--- src/rtl/isr_pkg.sv ---
// Shared address map and widths for the interrupt status register unit.
// Assumes a 4-bit, byte-wide host register space.
package isr_pkg;
    localparam int ADDR_W = 4;
    localparam int DATA_W = 8;
    localparam int STEP_W = 3;

    localparam logic [ADDR_W-1:0] A_TC_LO  = 4'h0;
    localparam logic [ADDR_W-1:0] A_TC_MID = 4'h1;
    localparam logic [ADDR_W-1:0] A_STAT   = 4'h4;
    localparam logic [ADDR_W-1:0] A_REASON = 4'h5;
    localparam logic [ADDR_W-1:0] A_STEP   = 4'h6;
    localparam logic [ADDR_W-1:0] A_FLAGS  = 4'h7;
    localparam logic [ADDR_W-1:0] A_CFG1   = 4'h8;
    localparam logic [ADDR_W-1:0] A_UPPER  = 4'hB;

    localparam int BIT_PEND = 7;
    localparam int BIT_TC   = 4;
endpackage

--- src/rtl/isr_status_regs.sv ---
// Status, reason, step and flags registers plus the interrupt flop.
// Priority per cycle: reset/soft reset, then event, then host side effects.
// Assumes rd_reason and wr_tc are single-cycle decoded strobes.
module isr_status_regs
    import isr_pkg::*;
#(
    parameter int                 SW      = STEP_W,
    parameter logic [STEP_W-1:0]  STEP_CL = 3'd4
) (
    input  logic              clk,
    input  logic              rst_n,
    input  logic              sw_rst,
    input  logic              rd_reason,
    input  logic              wr_tc,
    input  logic              evt_valid,
    input  logic [DATA_W-2:0] evt_status,
    input  logic [DATA_W-1:0] evt_reason,
    input  logic [SW-1:0]     evt_step,
    input  logic              flags_valid,
    input  logic [DATA_W-1:0] flags_val,
    output logic [DATA_W-1:0] stat_q,
    output logic [DATA_W-1:0] reason_q,
    output logic [SW-1:0]     step_q,
    output logic [DATA_W-1:0] flags_q,
    output logic              irq
);
    localparam logic [DATA_W-1:0] CLR_MASK = ~((DATA_W'(1) << BIT_PEND) | (DATA_W'(1) << BIT_TC));

    // Register updates: event wins over clear-on-read and count-write clears.
    always_ff @(posedge clk) begin
        if (!rst_n || sw_rst) begin
            stat_q   <= '0;
            reason_q <= '0;
            step_q   <= '0;
            flags_q  <= '0;
        end else begin
            if (evt_valid) begin
                stat_q   <= {1'b1, evt_status};
                reason_q <= evt_reason;
                step_q   <= evt_step;
            end else if (rd_reason) begin
                stat_q   <= stat_q & CLR_MASK;
                reason_q <= '0;
                step_q   <= STEP_CL;
            end else if (wr_tc) begin
                stat_q[BIT_TC] <= 1'b0;
            end
            if (flags_valid) flags_q <= flags_val;
        end
    end

    // Interrupt line: raised only when not already pending, lowered by reason read.
    always_ff @(posedge clk) begin
        if (!rst_n || sw_rst)          irq <= 1'b0;
        else if (evt_valid && !irq)    irq <= 1'b1;
        else if (rd_reason && !evt_valid) irq <= 1'b0;
    end


    irq_rise_chk: assert property (@(posedge clk) disable iff (!rst_n)
        (evt_valid && !sw_rst) |=> irq);

    irq_mirror_chk: assert property (@(posedge clk) disable iff (!rst_n)
        (evt_valid && !sw_rst) |=> (irq == stat_q[BIT_PEND]));

    rd_clear_chk: assert property (@(posedge clk) disable iff (!rst_n)
        (rd_reason && !evt_valid && !sw_rst) |=> (!irq && step_q == STEP_CL && reason_q == '0));

    sw_reset_chk: assert property (@(posedge clk) disable iff (!rst_n)
        sw_rst |=> (!irq && stat_q == '0));

    tc_clear_chk: assert property (@(posedge clk) disable iff (!rst_n)
        (wr_tc && !evt_valid && !sw_rst) |=> (!stat_q[BIT_TC] && $stable(irq)));

    set_wins_chk: assert property (@(posedge clk) disable iff (!rst_n)
        (evt_valid && rd_reason && !sw_rst) |=> (irq && reason_q == $past(evt_reason)));
endmodule

--- src/rtl/isr_config_regs.sv ---
// Configuration byte and a bank of upper read/write registers.
// One entry of the bank carries a fixed reset code (chip identification).
// Assumes wr is a single-cycle host write strobe.
module isr_config_regs
    import isr_pkg::*;
#(
    parameter int                 N_UP     = 5,
    parameter logic [ADDR_W-1:0]  UP_BASE  = A_UPPER,
    parameter int                 ID_IDX   = 3,
    parameter logic [DATA_W-1:0]  ID_CODE  = 8'h04,
    parameter logic [DATA_W-1:0]  CFG1_RST = 8'h07
) (
    input  logic                        clk,
    input  logic                        rst_n,
    input  logic                        sw_rst,
    input  logic                        wr,
    input  logic [ADDR_W-1:0]           addr,
    input  logic [DATA_W-1:0]           wdata,
    output logic [DATA_W-1:0]           cfg1_q,
    output logic [N_UP-1:0][DATA_W-1:0] up_q
);
    // Configuration byte: host-writable, reset to its default.
    always_ff @(posedge clk) begin
        if (!rst_n || sw_rst)         cfg1_q <= CFG1_RST;
        else if (wr && addr == A_CFG1) cfg1_q <= wdata;
    end

    // Upper bank: one flop byte per address, identification entry resets to its code.
    for (genvar i = 0; i < N_UP; i++) begin : g_up
        localparam logic [DATA_W-1:0] RV = (i == ID_IDX) ? ID_CODE : '0;
        localparam logic [ADDR_W-1:0] MY = UP_BASE + ADDR_W'(i);
        always_ff @(posedge clk) begin
            if (!rst_n || sw_rst)   up_q[i] <= RV;
            else if (wr && addr == MY) up_q[i] <= wdata;
        end
    end


    cfg_write_chk: assert property (@(posedge clk) disable iff (!rst_n)
        (wr && addr == A_CFG1 && !sw_rst) |=> (cfg1_q == $past(wdata)));
endmodule

--- src/rtl/isr_read_mux.sv ---
// Combinational readback selection by host address.
// Addresses not owned by this unit read as zero.
module isr_read_mux
    import isr_pkg::*;
#(
    parameter int N_UP = 5
) (
    input  logic [ADDR_W-1:0]           addr,
    input  logic [DATA_W-1:0]           stat_q,
    input  logic [DATA_W-1:0]           reason_q,
    input  logic [STEP_W-1:0]           step_q,
    input  logic [DATA_W-1:0]           flags_q,
    input  logic [DATA_W-1:0]           cfg1_q,
    input  logic [N_UP-1:0][DATA_W-1:0] up_q,
    output logic [DATA_W-1:0]           rdata
);
    localparam int UP_LO = int'(A_UPPER);
    localparam int UP_HI = UP_LO + N_UP - 1;

    // Address decode for the readback bus.
    always_comb begin
        rdata = '0;
        if (int'(addr) >= UP_LO && int'(addr) <= UP_HI) begin
            rdata = up_q[int'(addr) - UP_LO];
        end else begin
            case (addr)
                A_STAT:   rdata = stat_q;
                A_REASON: rdata = reason_q;
                A_STEP:   rdata = DATA_W'(step_q);
                A_FLAGS:  rdata = flags_q;
                A_CFG1:   rdata = cfg1_q;
                default:  rdata = '0;
            endcase
        end
    end
endmodule

--- src/rtl/isr_unit.sv ---
// Top of the interrupt status register unit: decodes host strobes into
// side-effect pulses and wires the register groups to the readback mux.
// Assumes at most one host strobe per cycle.
module isr_unit
    import isr_pkg::*;
#(
    parameter int N_UP = 5
) (
    input  logic              clk,
    input  logic              rst_n,
    input  logic              sw_rst,
    input  logic              host_wr,
    input  logic              host_rd,
    input  logic [3:0]        host_addr,
    input  logic [7:0]        host_wdata,
    output logic [7:0]        host_rdata,
    input  logic              evt_valid,
    input  logic [6:0]        evt_status,
    input  logic [7:0]        evt_reason,
    input  logic [2:0]        evt_step,
    input  logic              flags_valid,
    input  logic [7:0]        flags_val,
    output logic              irq
);
    logic                        rd_reason, wr_tc;
    logic [DATA_W-1:0]           stat_q, reason_q, flags_q, cfg1_q;
    logic [STEP_W-1:0]           step_q;
    logic [N_UP-1:0][DATA_W-1:0] up_q;

    // Side-effect strobes from host accesses.
    always_comb begin
        rd_reason = host_rd && host_addr == A_REASON;
        wr_tc     = host_wr && (host_addr == A_TC_LO || host_addr == A_TC_MID);
    end

    isr_status_regs u_stat (
        .clk(clk), .rst_n(rst_n), .sw_rst(sw_rst),
        .rd_reason(rd_reason), .wr_tc(wr_tc),
        .evt_valid(evt_valid), .evt_status(evt_status),
        .evt_reason(evt_reason), .evt_step(evt_step),
        .flags_valid(flags_valid), .flags_val(flags_val),
        .stat_q(stat_q), .reason_q(reason_q), .step_q(step_q),
        .flags_q(flags_q), .irq(irq)
    );

    isr_config_regs #(.N_UP(N_UP)) u_cfg (
        .clk(clk), .rst_n(rst_n), .sw_rst(sw_rst),
        .wr(host_wr), .addr(host_addr), .wdata(host_wdata),
        .cfg1_q(cfg1_q), .up_q(up_q)
    );

    isr_read_mux #(.N_UP(N_UP)) u_mux (
        .addr(host_addr), .stat_q(stat_q), .reason_q(reason_q),
        .step_q(step_q), .flags_q(flags_q), .cfg1_q(cfg1_q),
        .up_q(up_q), .rdata(host_rdata)
    );


    other_read_chk: assert property (@(posedge clk) disable iff (!rst_n)
        (host_rd && host_addr != A_REASON && !evt_valid && !sw_rst) |=> $stable(irq));
endmodule

--- config.mk ---
export PLATFORM = sky130hd
export DESIGN_NAME = isr_unit
export DESIGN_NICKNAME = d
export VERILOG_FILES = /design/src/rtl/isr_pkg.sv /design/src/rtl/isr_status_regs.sv /design/src/rtl/isr_config_regs.sv /design/src/rtl/isr_read_mux.sv /design/src/rtl/isr_unit.sv
export SDC_FILE = /design/constraint.sdc
export NUM_CORES = 1
export LEC_CHECK = 0
export BUFFER_PORTS_ARGS = -buffer_cell sky130_fd_sc_hd__buf_4
export CAP_MARGIN = 30
export CORE_UTILIZATION = 40
export CTS_CLUSTER_DIAMETER = 120
export DETAILED_ROUTE_END_ITERATION = 8
export GPL_ROUTABILITY_DRIVEN = 0
export PLACE_DENSITY_LB_ADDON = 0.2
export SETUP_SLACK_MARGIN = 0.1
export SLEW_MARGIN = 20
export SYNTH_ARGS = -nofsm -noshare
export SYNTH_HDL_FRONTEND = slang
export SYNTH_SLANG_ARGS = --single-unit
--- constraint.sdc ---
create_clock -name clk -period 3.3 [get_ports clk]
set_clock_uncertainty 0.1 [all_clocks]
set_input_delay 0.66 -clock clk [delete_from_list [all_inputs] [get_ports clk]]
set_output_delay 0.66 -clock clk [all_outputs]
set_load 0.01 [all_outputs]
==> results of run 1 <==
[power by group]
group          leakage (nW)  internal (mW)  switching (mW)
clock                 0.104          0.353           0.369
sequential            0.615          0.931         0.00795
combinational         0.839         0.0906           0.110
total                  1.56           1.37           0.487
[worst paths after layout]
kind / from / endpoint / cells after the start
worst max-delay path: host_addr[1] / host_rdata[7] / 8
worst min-delay path: u_cfg.up_q[1]$_SDFFE_PP0P_ / u_cfg.up_q[1]$_SDFFE_PP0P_ / 2
worst max register to register: u_stat.stat_q[4]$_SDFFE_PP0P_ / u_stat.stat_q[4]$_SDFFE_PP0P_ / 2
worst min register to register: u_cfg.up_q[1]$_SDFFE_PP0P_ / u_cfg.up_q[1]$_SDFFE_PP0P_ / 2
[state kept, by name (all words and copies together), names as in the netlist]
register and flops:
u_stat.stat_q 8, u_stat.irq 1, u_stat.reason_q 8, u_cfg.up_q 40
u_stat.step_q 3, u_cfg.cfg1_q 8, u_stat.flags_q 8
[what timing repair did]
action | 4_1_cts | 5_1_grt
endpoints found under the setup margin | 8 | 8
gates resized for setup | 2 | 5
setup buffers | 0 | 0
[logic make-up after synthesis]
| kind of cell | count (synthesis) | synth area share (%) |
|---|---|---|
| xor gates and xnor gates | 1 | 0.257 |
| adders and majority gates | 4 | 1.47 |
| DFF | 76 | 44.6 |
| muxes | 22 | 9.39 |
| and+or+nand+nor | 172 | 22.1 |
| buffers and inverters | 34 | 4.55 |
| AOI/OAI and AO/OA | 93 | 17.6 |
[layout make-up]
class	instances	area [um2]
Multi-Input combinational cell	292	1770
Clock buffer	9	124
Tap cell	105	131
Inverter	4	15.0
Timing Repair Buffer	61	483
Clock inverter	7	75.1
Sequential cell	76	1520
Fill cell	812	4100
[synth_stat cells, drive strengths merged (4+ instances only)]
cell | number | area, um2
mux4 | 8 | 180
nand3 | 7 | 35.0
a221o | 8 | 80.1
dfxtp | 76 | 1520
nor2 | 19 | 71.3
inv | 4 | 15.0
o2bb2ai | 7 | 61.3
and3 | 11 | 68.8
a222oi | 4 | 40.0
buf | 15 | 83.8
nand2 | 114 | 428
clkbuf | 15 | 56.3
ha | 4 | 50.1
nand3b | 10 | 75.1
and2 | 5 | 31.3
mux2i | 14 | 140
a21oi | 58 | 290
[stage by stage]
step / setup slack (ps) / utilization, % / power [mW]
after floorplan: 310 / - / 1.06
after global placement: 32.7 / 47.3 / 1.15
after detailed placement: 36.9 / 47.3 / 1.15
after CTS: 101 / 49.9 / 1.87
after global routing: 113 / 50.1 / 1.94
final: 175 / 50.1 / 1.86
[worst register-to-register path, stage by stage (launching register included)]
cell      delay, ps
dfxtp_1         360
nand4b_1        100
a21oi_1         160
[metal layers]
| metal | routed length (um) | track usage, % | vias up |
|---|---|---|---|
| li1 | - | - | 1483 |
| met1 | 4280 | 32.1 | 1461 |
| met2 | 4350 | 36.3 | 108 |
| met3 | 648 | 3.48 | 9 |
| met4 | 132 | 8.46 | 0 |
| met5 | 0 | 0 | - |
==> out/results.tsv, run 1 <==
stage	metric	value	unit
sta	min_period	3120	ps
sta	grt_setup_unrepaired	false	
clocking	cts_tree	yes	
hold_path	hold_path_class	reg2reg	
floorplanning	num_io_pins	54	
sta	slew_viol_final	0	
floorplanning	dieArea	8900	um2
worst_setup_path	startpoint_type	primary input	
sta	hold_slack	359	ps
clocking	cts_max_level	3	
cells_and_area	finalNetCount	493	
detailed_routing	wl_per_cell	17.0	um
logic_synthesis	syn_inst	402	
worst_setup_path	slowest_delay	480	ps
clocking	cts_made_buffers	9	
logic_synthesis	synth_warnings	0	
worst_setup_path	crit_type	in2out	
clocking	cts_sinks	76	
sta	min_period_over_period	94.7	%
floorplanning	die_y	94.3	um
cells_and_area	final_common_cell	nand2_1	
cells_and_area	area_growth	20.7	%
sta	worstMarginPinSlew	778	ps
pwr	total_leakage_power	1.56	nW
sta	slew_headroom	48.2	%
pwr	vdd.ir_drop.worst	0.233	mV
clocking	clk_pin_slew	90	ps
outcome	status	complete, no violations	
global_routing	grt_pass1_wl	15400	um
global_routing	grt_usage	23.1	%
global_routing	antenna_found_initial	0	
floorplanning	core-area	8220	um2
detailed_routing	vias_per_cell	5.53	
clocking	ctsRootBufferMaster	clkbuf_8	
global_routing	grt_max_degree	37	
logic_synthesis	synth_edf_count	0	
placed_design	hpwl	6540	um
clocking	max-clock-path-buffers	2	
floorplanning	std_cell_rows	33	
global_routing	first_global_vias	2950	
pwr	p_per_area	452	nW/um2
worst_setup_path	critPathMaxFanout	8	
cells_and_area	final_area	4120	um2
worst_setup_path	cp.required	2540	ps
worst_setup_path	crit_chain	buf_4 > inv_2 > ha_4 > buf_12 > mux4_2 > and3_1 > a221o_1 > buf_4	
clocking	clk_latency	350	ps
sta	setup_violations	0	
detailed_routing	drtAntennaViolNets	0	
floorplanning	start_util	41.5	%
worst_setup_path	crit_path_end_kind	output port	
logic_synthesis	ys_async_sr_fraction	0	%
sta	fmax	320	MHz
detailed_routing	drcViolationCount	0	
cells_and_area	fin_cells	554	
flow_run	drv_cap	0	
detailed_routing	vias	3061	
worst_setup_path	cpMostUsedCell	buf_4	
worst_setup_path	regToRegSetupSlack	2510	ps
logic_synthesis	synth_seq_area_share	44.6	%
logic_synthesis	yosysUniqueCellTypes	34	
detailed_routing	wl	9410	um
worst_setup_path	worstPathArrival	2360	ps
logic_synthesis	yosys_most_used_dff	dfxtp_1	
clocking	postCtsHoldBufs	0	
cells_and_area	final_cell_mix	nand2_1 (114), dfxtp_1 (76), buf_4 (59), a21oi_1 (58), nor2_1 (19)	
logic_synthesis	synth.avg_cell_area	8.48	um2
worst_setup_path	critPathTopFamily	multiplexers	
sta	hold_viol	0	
logic_synthesis	synth_fp_nets	451	
detailed_routing	first_pass_iters	5	
placed_design	placed_cells	538	
floorplanning	die_w	94.3	um
sta	fin_tns_setup	0	ps
detailed_routing	initialDrtViolationCount	219	
worst_setup_path	crit_buf_inv	4	
logic_synthesis	ys_seq_elements	76	
placed_design	placed_area	3890	um2
worst_setup_path	critPathSlowestCell	mux4_2	
cells_and_area	insertedDiodeCount	0	
cells_and_area	drive_gt1_share	21.2	%
logic_synthesis	syn-cell-area	3410	um2
global_routing	overflow	0	
placed_design	io_buffers	53	
Note: power is estimated with default switching activity, not from simulation.
==> inputs of run 2 (changes only) <==
--- a/config.mk
+++ b/config.mk
@@ -7,6 +7,7 @@
 export LEC_CHECK = 0
 export BUFFER_PORTS_ARGS = -buffer_cell sky130_fd_sc_hd__buf_4
 export CAP_MARGIN = 30
+export CORE_ASPECT_RATIO = 1.4
 export CORE_UTILIZATION = 40
 export CTS_CLUSTER_DIAMETER = 120
 export DETAILED_ROUTE_END_ITERATION = 8
==> run 2 against run 1 <==
Compared with the run above: hold slack got worse by 4.1 ps; largest cell class unchanged; flip-flop and latch count unchanged; critical path depth unchanged; wire length decreased by 1.7%; final area increased by 3.0%; first-iteration DRC count decreased by 18%; power increased by 17%; global-route usage decreased by 0.46 points; sequential share of layout area decreased by 1.1 points; clock-buffer cell count increased by 2; cell count unchanged.
==> out/results.tsv, run 2 (synthesized netlist as in run 1, its figures left out) <==
stage	metric	value	unit	change
global_routing	antenna_found_initial	0		unchanged
clocking	ctsRootBufferMaster	clkbuf_16		
hold_path	whs_endpoint	u_cfg.cfg1_q[6]$_SDFFE_PP0P_		
worst_setup_path	critPathTopFamily	multiplexers		
placed_design	hpwl	6580	um	+0.55%
floorplanning	num_io_pins	54		unchanged
worst_setup_path	rr_endpoint	u_stat.stat_q[4]$_SDFFE_PP0P_		
cells_and_area	top_register	u_cfg.up_q		
cells_and_area	largest_reg_flops	40		unchanged
sta	min_period	3100	ps	-23.0 ps
sta	fin_tns_setup	0	ps	unchanged
cells_and_area	insertedDiodeCount	0		unchanged
outcome	status	complete, no violations		
sta	fmax	322	MHz	+0.74%
sta	min_period_over_period	94.0	%	-0.70 points
hold_path	hold_path_class	reg2reg		
global_routing	first_global_vias	3000		+1.7%
placed_design	io_buffers	53		unchanged
pwr	total_leakage_power	1.63	nW	+4.7%
hold_path	whs_path_depth	2		unchanged
worst_setup_path	critPathSlowestCell	mux4_2		
sta	worstMarginPinSlew	563	ps	-215 ps
global_routing	grt_usage	22.7	%	-0.46 points
cells_and_area	final_area	4240	um2	+3.0%
detailed_routing	drcViolationCount	0		unchanged
floorplanning	start_util	41.6	%	+0.095 points
worst_setup_path	reg2reg_from	u_stat.stat_q[4]$_SDFFE_PP0P_		
clocking	clk_pin_slew	50	ps	-40 ps
worst_setup_path	crit_type	in2out		
detailed_routing	drtAntennaViolNets	0		unchanged
sta	setup_violations	0		unchanged
detailed_routing	vias	3054		-0.23%
worst_setup_path	worstPathArrival	2340	ps	-20 ps
sta	slew_viol_final	0		unchanged
clocking	max-clock-path-buffers	2		unchanged
hold_path	min_from	u_cfg.cfg1_q[6]$_SDFFE_PP0P_		
worst_setup_path	critPathMaxFanout	9		+1
clocking	clk_latency	330	ps	-20 ps
clocking	postCtsHoldBufs	0		unchanged
detailed_routing	vias_per_cell	5.51		-0.23%
sta	slew_headroom	62.4	%	+14 points
worst_setup_path	crit_buf_inv	4		unchanged
detailed_routing	wl	9250	um	-1.7%
worst_setup_path	regToRegSetupSlack	2510	ps	about the same
floorplanning	die_w	80.0	um	-15%
worst_setup_path	startpoint_type	primary input		
worst_setup_path	rr_worst_depth	2		unchanged
global_routing	grt_max_degree	72		+95%
worst_setup_path	cp.required	2540	ps	about the same
floorplanning	core-area	8200	um2	-0.23%
worst_setup_path	slowest_delay	480	ps	about the same
floorplanning	std_cell_rows	39		+18%
flow_run	drv_cap	0		unchanged
sta	hold_viol	0		unchanged
detailed_routing	wl_per_cell	16.7	um	-1.7%
cells_and_area	final_cell_mix	nand2_1 (114), dfxtp_1 (76), buf_4 (63), a21oi_1 (58), nor2_1 (19)		
cells_and_area	drive_gt1_share	20.8	%	-0.36 points
clocking	cts_sinks	76		unchanged
cells_and_area	nFillCells	799		-1.6%
pwr	p_per_area	514	nW/um2	+14%
placed_design	placed_area	3910	um2	+0.48%
global_routing	overflow	0		unchanged
sta	grt_setup_unrepaired	false		
cells_and_area	area_growth	24.4	%	
cells_and_area	finalNetCount	497		+0.81%
global_routing	grt_pass1_wl	15200	um	-1.0%
worst_setup_path	cpMostUsedCell	buf_4		
clocking	cts_made_buffers	9		unchanged
detailed_routing	first_pass_iters	6		+1
clocking	cts_tree	yes		
cells_and_area	final_common_cell	nand2_1		
pwr	totalPowerFinal	2.18	mW	+17%
detailed_routing	initialDrtViolationCount	180		-18%
clocking	cts_max_level	3		unchanged
floorplanning	die_y	111	um	+18%
worst_setup_path	crit_path_end_kind	output port		
floorplanning	dieArea	8900	um2	about the same
worst_setup_path	crit_chain	buf_4 > inv_2 > ha_4 > buf_12 > mux4_2 > and3_1 > a221o_1 > buf_4		
pwr	vdd.ir_drop.worst	0.268	mV	+15%
[run 2: changes by cell type in the layout (fill, tap and decap cells not counted), moves of 2 or more]
cell,delta
ha_2,-2
clkbuf_16,+9
clkbuf_8,-8
ha_1,+2
buf_4,+4
clkinv_4,-2
[run 2: per-stage QoR]
stage,util [%],std cells,hold slack [ps],setup slack [ps]
finish,51.7,554,355,198
CTS,51.5,553,355,122
floorplan,-,402,333,310
global route,51.7,554,370,122
detailed placement,47.6,538,346,126
global placement,47.6,538,340,146
[run 2: worst max-delay path by stage]
stage	startpoint	endpoint	slack (ps)	cells after the start
after detailed placement	host_addr[0]	host_rdata[0]	130	8
after floorplan	host_addr[0]	host_rdata[0]	310	7
after global placement	host_addr[0]	host_rdata[7]	150	8
after global routing	host_addr[1]	host_rdata[7]	120	8
final	host_addr[1]	host_rdata[0]	200	8
after CTS	host_addr[0]	host_rdata[0]	120	8
[run 2: power breakdown]
| group | switching (mW) | internal, mW | total (mW) |
|---|---|---|---|
| clock | 0.363 | 0.678 | 1.04 |
| combinational | 0.106 | 0.0930 | 0.199 |
| sequential | 0.00885 | 0.932 | 0.941 |
| total | 0.478 | 1.70 | 2.18 |
[run 2: worst min-delay path, stage by stage (launching register included)]
cell,delay [ps]
dfxtp_1,310
nand2_1,50
a21oi_1,50
[run 2: final cells by class]
type                       count  area [um2]  share of cell area (%)
clock inverter                 4        73.8                    1.74
tap                          102         128                    3.01
multi-input combinational    292        1750                    41.2
clock buffer                  11         243                    5.72
inverter                       4        15.0                   0.354
timing repair buffer          65         513                    12.1
sequential                    76        1520                    35.9
[run 2: per-layer routing]
| metal | GRT usage (%) | routed length [um] | vias to the layer above |
|---|---|---|---|
| li1 | - | - | 1492 |
| met1 | 26.6 | 3780 | 1457 |
| met2 | 39.6 | 4780 | 88 |
| met3 | 3.46 | 443 | 17 |
| met4 | 10.4 | 246 | 0 |
| met5 | 0 | 0 | - |
[run 2: repair_timing]
item	CTS	global route
buffers inserted	0	1
setup endpoints to repair	0	6
resized for setup	0	3
